$ cat config.mk
export PLATFORM = sky130hd
export DESIGN_NAME = ir_intc
export DESIGN_NICKNAME = d
export VERILOG_FILES = /design/src/rtl/ir_intc_pkg.sv /design/src/rtl/ir_evt_bank.sv /design/src/rtl/ir_mode_reg.sv /design/src/rtl/ir_irq_merge.sv /design/src/rtl/ir_intc.sv
export SDC_FILE = /design/constraint.sdc
export NUM_CORES = 1
export LEC_CHECK = 0
export CAP_MARGIN = 25
export CORE_UTILIZATION = 50
export DETAILED_ROUTE_END_ITERATION = 16
export DONT_BUFFER_PORTS = 1
export GPL_TIMING_DRIVEN = 0
export SYNTH_ARGS = -nofsm -noshare
export SYNTH_HDL_FRONTEND = slang
export SYNTH_SLANG_ARGS = --single-unit
$ cat constraint.sdc
create_clock -name clk -period 4.99 [get_ports clk]
set_clock_uncertainty 0.1 [all_clocks]
set_input_delay 1.2475 -clock clk [delete_from_list [all_inputs] [get_ports clk]]
set_output_delay 1.2475 -clock clk [all_outputs]
set_load 0.05 [all_outputs]
$ cat src/rtl/ir_intc_pkg.sv
// Package: shared constants, types and bit-mapping helpers of the
// infrared interrupt controller. Assumes 16-bit register words.
package ir_intc_pkg;

    localparam int DATA_W       = 16;
    localparam int EVT_N        = 5;
    localparam int NB           = 2;
    localparam int GATE_STRIDE  = 4;
    localparam int FIFO_MSK_POS = 8;
    localparam int XM_LSB       = 14;
    localparam int MODE_ADDR    = 0;
    localparam int BANK_STRIDE  = 3;

    typedef enum logic [1:0] {
        XM_SLOW = 2'd0,
        XM_RSVD = 2'd1,
        XM_FAST = 2'd2,
        XM_MED  = 2'd3
    } xfer_mode_e;

    // Word bit position of event index k
    function automatic int evt_pos(input int k);
        case (k)
            0:       return 7;
            1:       return 8;
            2:       return 9;
            3:       return 11;
            default: return 15;
        endcase
    endfunction

    // Source word address of bank b (mask follows, then clear)
    function automatic int bank_base(input int b);
        return 1 + BANK_STRIDE * b;
    endfunction

    // Spread an event vector to its register word positions
    function automatic logic [DATA_W-1:0] evt_to_word(input logic [EVT_N-1:0] v);
        logic [DATA_W-1:0] w;
        w = '0;
        for (int k = 0; k < EVT_N; k++) w[evt_pos(k)] = v[k];
        return w;
    endfunction

    // Gather the event positions of a register word
    function automatic logic [EVT_N-1:0] word_to_evt(input logic [DATA_W-1:0] w);
        logic [EVT_N-1:0] v;
        for (int k = 0; k < EVT_N; k++) v[k] = w[evt_pos(k)];
        return v;
    endfunction

endpackage

$ cat src/rtl/ir_evt_bank.sv
// Module: one event bank with sticky pending bits, a mask and a
// write-one-to-clear port. Assumes the write bits are already gathered
// to event order; an event in the same cycle as its clear wins.
module ir_evt_bank
    import ir_intc_pkg::*;
#(
    parameter int AW       = 3,
    parameter int SRC_ADDR = 1
) (
    input  logic             clk,
    input  logic             rst_n,
    input  logic [EVT_N-1:0] evt_i,
    input  logic             wr_i,
    input  logic [AW-1:0]    addr_i,
    input  logic [EVT_N-1:0] wbits_i,
    output logic [EVT_N-1:0] pend_o,
    output logic [EVT_N-1:0] mask_o
);

    localparam logic [AW-1:0] MASK_A = AW'(SRC_ADDR + 1);
    localparam logic [AW-1:0] CLR_A  = AW'(SRC_ADDR + 2);

    logic             wr_mask;
    logic [EVT_N-1:0] clr_bits;

    // Decode the bank's own write targets
    always_comb begin
        wr_mask  = wr_i && (addr_i == MASK_A);
        clr_bits = (wr_i && (addr_i == CLR_A)) ? wbits_i : '0;
    end

    // Pending bits: clear first, then new events on top
    always_ff @(posedge clk) begin
        if (!rst_n) pend_o <= '0;
        else        pend_o <= (pend_o & ~clr_bits) | evt_i;
    end

    // Mask word: all blocked out of reset
    always_ff @(posedge clk) begin
        if (!rst_n)       mask_o <= '1;
        else if (wr_mask) mask_o <= wbits_i;
    end

endmodule

$ cat src/rtl/ir_mode_reg.sv
// Module: mode word holding one gate per bank, the FIFO-receive mask and
// the transfer-mode field. Assumes gate of bank b sits at bit b*GATE_STRIDE.
module ir_mode_reg
    import ir_intc_pkg::*;
#(
    parameter int AW = 3
) (
    input  logic              clk,
    input  logic              rst_n,
    input  logic              wr_i,
    input  logic [AW-1:0]     addr_i,
    input  logic [DATA_W-1:0] wdata_i,
    output logic [NB-1:0]     gate_o,
    output logic              fifo_msk_o,
    output xfer_mode_e        xmode_o,
    output logic [DATA_W-1:0] word_o
);

    localparam logic [AW-1:0] MODE_A = AW'(MODE_ADDR);

    logic wr_mode;
    logic unused_wd;

    // Mode write decode; unassigned write bits are dropped
    assign wr_mode   = wr_i && (addr_i == MODE_A);
    assign unused_wd = ^wdata_i;

    for (genvar b = 0; b < NB; b++) begin : g_gate
        // Per-bank gate bit, blocked out of reset
        always_ff @(posedge clk) begin
            if (!rst_n)       gate_o[b] <= 1'b1;
            else if (wr_mode) gate_o[b] <= wdata_i[b*GATE_STRIDE];
        end
    end

    // FIFO-receive mask and transfer-mode field
    always_ff @(posedge clk) begin
        if (!rst_n) begin
            fifo_msk_o <= 1'b1;
            xmode_o    <= XM_SLOW;
        end else if (wr_mode) begin
            fifo_msk_o <= wdata_i[FIFO_MSK_POS];
            xmode_o    <= xfer_mode_e'(wdata_i[XM_LSB+1:XM_LSB]);
        end
    end

    // Assemble the readable word
    always_comb begin
        word_o = '0;
        for (int b = 0; b < NB; b++) word_o[b*GATE_STRIDE] = gate_o[b];
        word_o[FIFO_MSK_POS]        = fifo_msk_o;
        word_o[XM_LSB+1:XM_LSB]     = xmode_o;
    end

endmodule

$ cat src/rtl/ir_irq_merge.sv
// Module: reduces the unmasked pending events of all open banks to one
// interrupt line. Purely combinational; assumes gate 1 means blocked.
module ir_irq_merge
    import ir_intc_pkg::*;
#(
    parameter int BANKS = NB
) (
    input  logic [BANKS-1:0][EVT_N-1:0] pend_i,
    input  logic [BANKS-1:0][EVT_N-1:0] mask_i,
    input  logic [BANKS-1:0]            gate_i,
    output logic                        irq_o
);

    logic [BANKS-1:0] req_b;

    for (genvar b = 0; b < BANKS; b++) begin : g_req
        // Bank request: any unmasked pending bit while the gate is open
        assign req_b[b] = (|(pend_i[b] & ~mask_i[b])) & ~gate_i[b];
    end

    // Combine all bank requests
    assign irq_o = |req_b;

endmodule

$ cat src/rtl/ir_intc.sv
// Module: top of the dual-bank infrared interrupt controller. Bank 0 is
// the slow serial bank, bank 1 the fast framed bank. Reads are
// combinational on the address; writes land at the clock edge.
module ir_intc
    import ir_intc_pkg::*;
#(
    parameter int REG_AW = 3
) (
    input  logic              clk,
    input  logic              rst_n,
    input  logic              reg_wr_i,
    input  logic [REG_AW-1:0] reg_addr_i,
    input  logic [15:0]       reg_wdata_i,
    output logic [15:0]       reg_rdata_o,
    input  logic [4:0]        ev_slow_i,
    input  logic [4:0]        ev_fast_i,
    output logic              irq_o,
    output logic [1:0]        xfer_mode_o,
    output logic              fifo_rx_mask_o
);

    logic [NB-1:0][EVT_N-1:0] evt_b;
    logic [NB-1:0][EVT_N-1:0] pend_b;
    logic [NB-1:0][EVT_N-1:0] msk_b;
    logic [NB-1:0]            gate_b;
    logic [EVT_N-1:0]         wbits;
    logic [DATA_W-1:0]        mode_word;
    xfer_mode_e               xmode;

    // Route bank event inputs and gather write bits to event order
    assign evt_b[0] = ev_slow_i;
    assign evt_b[1] = ev_fast_i;
    assign wbits    = word_to_evt(reg_wdata_i);

    ir_mode_reg #(.AW(REG_AW)) u_mode (
        .clk        (clk),
        .rst_n      (rst_n),
        .wr_i       (reg_wr_i),
        .addr_i     (reg_addr_i),
        .wdata_i    (reg_wdata_i),
        .gate_o     (gate_b),
        .fifo_msk_o (fifo_rx_mask_o),
        .xmode_o    (xmode),
        .word_o     (mode_word)
    );

    for (genvar b = 0; b < NB; b++) begin : g_bank
        ir_evt_bank #(.AW(REG_AW), .SRC_ADDR(bank_base(b))) u_bank (
            .clk     (clk),
            .rst_n   (rst_n),
            .evt_i   (evt_b[b]),
            .wr_i    (reg_wr_i),
            .addr_i  (reg_addr_i),
            .wbits_i (wbits),
            .pend_o  (pend_b[b]),
            .mask_o  (msk_b[b])
        );
    end

    ir_irq_merge #(.BANKS(NB)) u_merge (
        .pend_i (pend_b),
        .mask_i (msk_b),
        .gate_i (gate_b),
        .irq_o  (irq_o)
    );

    assign xfer_mode_o = xmode;

    // Read mux: mode word, then per-bank source / mask / clear words
    always_comb begin
        reg_rdata_o = '0;
        if (reg_addr_i == REG_AW'(MODE_ADDR)) reg_rdata_o = mode_word;
        for (int b = 0; b < NB; b++) begin
            if (reg_addr_i == REG_AW'(bank_base(b)))
                reg_rdata_o = evt_to_word(pend_b[b]);
            if (reg_addr_i == REG_AW'(bank_base(b) + 1))
                reg_rdata_o = evt_to_word(msk_b[b]);
        end
    end

endmodule

==> results.md, run 1 <==
Run status:
- The run finished with clean final reports.

Routing:
- The total number of vias is a little over 1k.
- The pre-antenna-repair detailed-routing pass consisted of 4 iterations.
- The wire length reported by the detailed router is roughly 2.8 mm.
- The detail route stage leaves a number of antenna-violating nets equal to 0.
- In the final routed layout, each cell accounts on average for about 15 µm.
- The count of routing violations after the opening detailed-route iteration is 16.
- After detailed routing, the number of remaining DRC violations is 0.
- The number of vias per cell after detailed routing is approximately 5.5.

Synth:
- The share of the synthesized area in the top cell type is 0.372.
- After synthesis, the mean cell area works out to slightly above 9 µm².
- The netlist uses 30 different library cells.
- By area the synthesized netlist is led by sky130_fd_sc_hd__dfxtp_1, sky130_fd_sc_hd__mux2i_1, sky130_fd_sc_hd__nand2_1.
- In this run, synthesis produced a sequential element count of 25.
- The cell count after synthesis came out at roughly 150.
- The part of the Yosys area used for sequential elements is 0.372.
- Summing every instance area after synthesis gives approximately 0.0013 mm².
- The number of warnings printed during yosys synthesis is 0.
- The largest total area in the synthesized netlist belongs to sky130_fd_sc_hd__dfxtp_1.

Clock tree:
- The number of setup buffers added after CTS is 0.
- The clock passes through at most 2 buffers.
- The number of gates resized after CTS was 0.
- The root buffer cell chosen for the clock tree is sky130_fd_sc_hd__clkbuf_4.
- TritonCTS created 3 clock buffers.
- The source-to-sink clock delay at the later pin of the worst-skew pair is around 0.31 ns.
- The H-tree depth is 1.
- After clock tree synthesis, the clock-pin slew on the worst setup and hold paths is about 0.13 ns.
- TritonCTS built the clock tree.
- The count of clock tree sinks is 25.
- The post-cts hold buffer count is 0.

Placed design:
- The number of port buffers is 0.
- The half-perimeter wire length after detailed placement is 2.10 mm.
- The placed instance count is roughly 180.
- The routability congestion estimate from global placement is ~0.74.

Finish:
- The library cells used most frequently in the layout, excluding fill and tap cells, are sky130_fd_sc_hd__dfxtp_1, sky130_fd_sc_hd__nand2_1, sky130_fd_sc_hd__mux2i_1.
- The non-filler instance count after layout is around 190.
- From synthesis to final layout, the design area changed by 6.70%.
- The most frequent standard cell in the layout excluding fill and tap cells is sky130_fd_sc_hd__dfxtp_1.
- Of the cells placed in the final design, the portion with a size suffix greater than 1 is 0.166.
- The number of inserted filler cells in the final layout is 247.
- The multi-input combinational cells in the finished layout cover a total of 733 µm².
- The number of antenna cells inserted is 0.
- At the end of the flow, the number of nets in the layout was 190.
- Across the whole layout, storage elements account for about 500 µm².

Timing:
- In this run the tightest slew margin relative to its limit is 0.284.
- The transition at the pin with the smallest max-transition slack is around 1.1 ns.
- Setup repair after global routing left no endpoint under its margin.
- The hold slack is between 0.4 and 0.5 ns.
- The summed negative setup slack over all endpoints is 0 ns.
- Setup violations remaining at the end of the flow were counted as 0.
- The number of max-slew violations in the final report is 0.
- In the finished design, the share of the clock period the worst path needs comes to 0.804.
- Counting I/O delays and the setup requirement, the final critical path takes 4.01 ns.
- Timing would allow up to 249 MHz.
- The total count of hold-check failures in the final report is 0.

Worst setup path:
- The worst setup path is launched from an input pin.
- For the worst flop-to-flop path, the logic depth is 2.
- The critical path ends at reg_rdata_o[9].
- Data arrives at the worst endpoint at 2.67 ns.
- Data on the critical path is required at its endpoint by between 3 and 4 ns.
- The largest single stage delay on the critical path is ~0.84 ns.
- The kind of critical path is in -> out.
- The startpoint of the worst register-to-register path is u_mode.xmode_o[1]$_SDFFE_PN0P_.
- The peak fanout along the critical path is 10.
- The kind of end point of the critical path is a primary output.
- The critical path goes through buf_6 > inv_1 > a211oi_2 > o21ai_1 > a21oi_1.
- The most critical setup path has its startpoint at reg_addr_i[2].
- In this run the register-to-register setup slack is 3.90 ns.
- The endpoint identified for the worst register-to-register timing path is u_mode.xmode_o[1]$_SDFFE_PN0P_.
- For this design, the slowest cell found on the critical path is sky130_fd_sc_hd__a21oi_1.

Job:
- The count of maximum capacitance violations is 0.

Die:
- For this design the top-level I/O count stands at 52.
- The initial utilization of the core area, before any placement, comes to 0.538.
- The floorplan step defined a core boundary enclosing 0.00250 mm².
- The die outline area is approximately 0.0029 mm².
- The horizontal die dimension is about 54 µm.
- The die is between 50 and 60 µm tall.
- In this run the core area contains 18 standard-cell rows.

Pwr:
- The post-layout total power is 385 µW.
- In this run the static leakage power is roughly 0.00061 µW.
- Power spread over the standard cell area amounts to ~270 mW/mm².
- VDD sags by at most ~170 µV.

Global routing:
- Summed over all layers, the global routing overflow is 0.
- Across every metal layer, demand over resource in global routing totals 0.208.
- The number of global-route vias before repair is around 890.
- The pin count of the biggest net entering global routing is 14.
- The first-pass GRT wire length is about 4.2 mm.
- The number of antenna violations at the first check in global routing was 0.

Min path:
- The tightest min-delay check is of the reg -> reg type.
==> metal layers <==
metal	GRT usage	wire length [µm]
met3	0.0508	229
met4	0.0789	25
met5	0	0
met1	0.269	1260
met2	0.331	1250
==> worst min-delay path by stage <==
stage / slack, ns / endpoint / startpoint / depth (start not counted)
final: 0.42 / g_bank[1].u_bank.mask_o[3]$_SDFFE_PN1P_ / g_bank[1].u_bank.mask_o[3]$_SDFFE_PN1P_ / 2
after global routing: 0.45 / g_bank[0].u_bank.mask_o[3]$_SDFFE_PN1P_ / g_bank[0].u_bank.mask_o[3]$_SDFFE_PN1P_ / 2
after CTS: 0.43 / u_mode.gate_o[0]$_SDFFE_PN1P_ / u_mode.gate_o[0]$_SDFFE_PN1P_ / 2
after detailed placement: 0.39 / u_mode.gate_o[0]$_SDFFE_PN1P_ / u_mode.gate_o[0]$_SDFFE_PN1P_ / 2
after global placement: 0.37 / u_mode.gate_o[0]$_SDFFE_PN1P_ / u_mode.gate_o[0]$_SDFFE_PN1P_ / 2
after floorplan: 0.36 / u_mode.gate_o[1]$_SDFFE_PN1P_ / u_mode.gate_o[1]$_SDFFE_PN1P_ / 2
==> critical path, delay by kind of cell <==
family | cells | cell delay, ns
compound gates | 3 | 1.16
buf+inv | 2 | 0.25
==> cell type report <==
class / count / share of cell area
plain buffers: 13 / 0.0663
clock buffers: 4 / 0.0183
inverters: 11 / 0.0288
multi-input cells: 104 / 0.511
flip-flops and latches: 25 / 0.349
well taps: 30 / 0.0262
==> state kept, by name, indices dropped and copies added (netlist names) <==
name,flops
g_bank.u_bank.mask_o,10
g_bank.u_bank.pend_o,10
u_mode.xmode_o,2
u_mode.fifo_msk_o,1
u_mode.gate_o,2
==> cell families after synthesis <==
family	synth area share
multiplexers	0.158
buffers and inverters	0.101
AND/OR/NAND/NOR	0.187
other	0.00279
flip-flops	0.372
AO/OA/AOI/OAI	0.178
==> synthesized netlist by cell type <==
library cell               number
sky130_fd_sc_hd__a21boi_0       3
sky130_fd_sc_hd__o22ai_1        8
sky130_fd_sc_hd__and2_1         3
sky130_fd_sc_hd__and4b_2        1
sky130_fd_sc_hd__o21ai_1        2
sky130_fd_sc_hd__nor3b_4        1
sky130_fd_sc_hd__a211oi_2       2
sky130_fd_sc_hd__o21a_1         7
sky130_fd_sc_hd__a21oi_2        2
sky130_fd_sc_hd__nand2b_4       1
sky130_fd_sc_hd__nand2_1       20
sky130_fd_sc_hd__mux2i_1       16
sky130_fd_sc_hd__or2_2          1
sky130_fd_sc_hd__mux4_1         2
sky130_fd_sc_hd__nor3_1         2
sky130_fd_sc_hd__nor2_2         1
sky130_fd_sc_hd__inv_1         11
sky130_fd_sc_hd__clkbuf_1       2
sky130_fd_sc_hd__buf_4          8
sky130_fd_sc_hd__nor2b_1        7
sky130_fd_sc_hd__buf_2          1
sky130_fd_sc_hd__nor3_4         1
sky130_fd_sc_hd__and2b_2        1
sky130_fd_sc_hd__conb_1         1
sky130_fd_sc_hd__buf_6          2
sky130_fd_sc_hd__a31oi_1        1
sky130_fd_sc_hd__dfxtp_1       25
sky130_fd_sc_hd__a21oi_1       11
sky130_fd_sc_hd__nand4b_2       1
sky130_fd_sc_hd__nor2_1         2
==> where the power goes <==
group / internal (µW) / total (µW) / switching (µW)
sequential: 208 / 216 / 7.48
combinational: 27.3 / 81.5 / 54.3
clock: 31.2 / 87.9 / 56.6
==> through the flow <==
stage	utilization	setup WS (ns)	cell area [µm²]
global placement	0.563	1.01	1410
floorplan	-	1.10	1370
detailed placement	0.563	0.994	1410
finish	0.574	0.977	1430
global route	0.574	0.892	1430
CTS	0.574	0.984	1430
(Power assumes the default switching activity.)
==> inputs of run 2 (changes only) <==
Settings changed: ABC_AREA set to 1.
Clock period 4.99 ns to 4.2 ns, I/O delays scaled along.
==> results.md, run 2 <==
Clock tree:
- The longest clock path from root to sink contains 2 buffers.
- The clock tree from TritonCTS is done.
- The buffers inserted during post-CTS setup optimization is 0.
- For the worst-skew pair, the clock arrives at the later sink with an insertion delay of 0.31 ns.
- The post-cts hold buffer count is 0.
- The H-tree depth is 1.
- Counting every sink on the clock net gives 25.
- CTS placed an instance of sky130_fd_sc_hd__clkbuf_4 at the clock tree root.
- TritonCTS created 3 clock buffers.
- The number of cells upsized or downsized after cts is 0.
- Clock-pin slew was measured on the worst setup and hold paths at around 0.13 ns.

Timing:
- The summed negative setup slack over all endpoints is 0 ns.
- For the pin with the worst max-slew slack, the measured transition is just under 0.9 ns.
- Setup violations remaining at the end of the flow were counted as 0.
- The number of max-slew violations in the final report is 0.
- The fmax is about 310 MHz.
- Dividing the final minimum period by the clock period gives 0.762.
- The total count of hold-check failures in the final report came to 0.
- The post-layout minimum cycle time is roughly 3.2 ns.
- Setup repair after global routing left no endpoint under its margin.
- Measured against its own limit, the worst slew margin works out to 0.408.

Die:
- From bottom edge to top edge, the die measures between 50 and 60 µm.
- In this run the horizontal extent of the chip is roughly 53 µm.
- The floorplan has 18 rows.
- The die outline area is 0.00278 mm².
- The starting density of the core is 0.524.
- During I/O placement, the number of pins put on the boundary was between 50 and 60.
- The placeable core region is 0.00245 mm².

Synth:
- The synthesized-area fraction occupied by ao, oa, aoi and oai cells is 0.105.
- By area the synthesized netlist is led by sky130_fd_sc_hd__dfxtp_1, sky130_fd_sc_hd__nand2_1, sky130_fd_sc_hd__nand3_1.
- The simple logic cell fraction of the synthesized area is 0.375.
- The synthesized design contains 0 enable-type register cells.
- A synthesized cell averages 6.64 µm².
- The synthesized flop and latch total is 25.
- The library cell occupying the most area in the post-synthesis netlist is sky130_fd_sc_hd__dfxtp_1.
- Of the synthesized area, sequential elements account for 0.389.
- In the synthesized netlist the dominant register cell turns out to be sky130_fd_sc_hd__dfxtp_1.
- The most common cell in the synthesized netlist is sky130_fd_sc_hd__nand2_1.
- The xor and xnor fraction of the mapped netlist area is 0.
- The combinational family with the most area after synthesis is simple AND/OR/NAND/NOR gates.
- Synthesis handed over a netlist of between 150 and 200 instances.
- Counting instances in the post-synthesis netlist gives the leading cell types as sky130_fd_sc_hd__nand2_1, sky130_fd_sc_hd__dfxtp_1, sky130_fd_sc_hd__inv_1.
- The share of the synthesized area in the top cell type is 0.389.
- Of the total synthesized cell area, the portion taken by full adders, half adders and majority gates is 0.
- After synthesis the cells add up to roughly 0.0013 mm².
- After synthesis, the netlist uses 19 different library cells.
- During synthesis, Yosys emitted a total of 0 warnings.
- Of the post-synthesis cell area, the part taken by muxes is 0.
- The share of flip-flops with an asynchronous set or reset is 0.

Routing:
- The number of vias per cell after detailed routing is 5.09.
- The number of DRC violations after detailed routing is 0.
- The average wire per standard cell is roughly 13 µm.
- After detailed routing, the total wire length is approximately 3 mm.
- Detailed routing inserted a total of 1196 vias.
- The pre-antenna-repair detailed-routing pass consisted of 4 iterations.
- The number of nets with antenna violations after routing is 0.
- For this block, the initial DRC count from the detailed router was 23.

Worst setup path:
- The worst register-to-register path ends at u_mode.xmode_o[0]$_SDFFE_PN0P_.
- The worst setup path is launched from an input pin.
- The setup path with the least slack is of type in -> out.
- The kind of end point of the critical path is a primary output.
- In this run the register-to-register setup slack is approximately 3.1 ns.
- The required time of the critical path is roughly 3.1 ns.
- In this run the critical register-to-register path is launched from u_mode.xmode_o[0]$_SDFFE_PN0P_.
- Data arrives at the worst endpoint at between 2 and 2.5 ns.
- Of all nets on the critical path, the largest fanout is 6.
- Measured in cells, the most critical reg-to-reg path has a length of 2.

Finish:
- The total number of nets in the final design is approximately 240.
- The top cell types in the final layout, fill and taps aside, are sky130_fd_sc_hd__nand2_1, sky130_fd_sc_hd__dfxtp_1, sky130_fd_sc_hd__inv_1.
- The synthesis-to-finish area growth is 7.00%.
- The final design utilization is 0.561.
- The largest registers in the layout are g_bank.u_bank.mask_o x10, g_bank.u_bank.pend_o x10.
- Of the cells placed in the final design, the portion with a size suffix greater than 1 is 0.132.
- The most frequent standard cell in the layout excluding fill and tap cells is sky130_fd_sc_hd__nand2_1.
- 0 antenna diodes ended up in the layout.

Job:
- The tool flagged a number of max-cap violations equal to 0.

Pwr:
- The post-layout total power is between 400 and 500 µW.
- The analysis attributes to cell leakage a power of about 0.0007 µW.
- The worst ir drop on vdd is a little under 200 µV.
- In this run the power density over the cells is between 300 and 400 mW/mm².

Global routing:
- The number of antenna violations at the first check in global routing is 0.
- Entering global routing, the biggest net connects 14 pins.
- The first-pass GRT wire length is 4.73 mm.
- The number of global-route vias before repair was between 1k and 1.5k.
- Across every metal layer, demand over resource in global routing totals 0.240.
- For this run the aggregate overflow at the end of global routing stands at 0.

Min path:
- The hold-critical path endpoint is g_bank[0].u_bank.mask_o[1]$_SDFFE_PN1P_.
- In this run the worst hold path is classified as reg -> reg.
- The number of cells traversed by the worst hold path is 2.
- The worst hold path begins at g_bank[0].u_bank.mask_o[1]$_SDFFE_PN1P_.

Placed design:
- The wire-length estimate of the detail-placed layout is between 2 and 2.5 mm.
- Buffers placed on the I/O ports in this run total 0.
- At the end of routability-driven placement, the weighted congestion stood at 0.877.

Run status:
- The run finished with clean final reports.
## run 2: logic make-up (layout without fill, tap and decap cells)
| logic type | after synthesis | in the layout |
|---|---|---|
| and+or+nand+nor | 108 | 108 |
| buffers and inverters | 36 | 40 |
| DFF | 25 | 25 |
| AOI/OAI and AO/OA | 24 | 24 |
| other | 1 | 8 |
## run 2: layer usage
| metal | share of wire | up-vias | GRT usage |
|---|---|---|---|
| li1 | - | 624 | - |
| met1 | 0.43 | 527 | 0.269 |
| met2 | 0.49 | 41 | 0.430 |
| met3 | 0.070 | 4 | 0.0580 |
| met4 | 0.011 | 0 | 0.0921 |
| met5 | 0 | - | 0 |
## run 2: worst max-delay path by stage
stage,start,end
3_5_place_dp,reg_addr_i[1],reg_rdata_o[14]
2_1_floorplan,reg_addr_i[1],reg_rdata_o[0]
4_1_cts,reg_addr_i[1],reg_rdata_o[14]
3_3_place_gp,reg_addr_i[1],reg_rdata_o[14]
5_1_grt,reg_addr_i[1],reg_rdata_o[0]
6_report,reg_addr_i[1],reg_rdata_o[14]
## run 2: final cells by class
cell class	count	area, µm²
multi-input combinational	140	648
tap	30	37.5
buffer	9	63.8
fill	264	1080
clock buffer	4	26.3
sequential	25	500
inverter	27	101
## run 2: through the flow
step / setup slack [ns] / hold slack, ns / instances / cell area, µm²
after CTS: 0.999 / 0.386 / 235 / 1380
after global placement: 1.04 / 0.347 / 231 / 1350
after floorplan: 1.10 / 0.329 / 201 / 1310
final: 0.999 / 0.380 / 235 / 1380
after global routing: 0.959 / 0.406 / 235 / 1380
after detailed placement: 0.999 / 0.353 / 231 / 1350
## run 2: power by group
group / internal [µW] / switching [µW] / leakage, µW
Sequential: 249 / 12.2 / 0.000206
Clock: 37.1 / 67.4 / 0.0000150
Combinational: 20.7 / 67.5 / 0.000480
## run 2: critical path, cell delays in order
cell and delay (ns):
sky130_fd_sc_hd__nor2_2 0.17, sky130_fd_sc_hd__nand2_1 0.14, sky130_fd_sc_hd__nor2_1 0.69
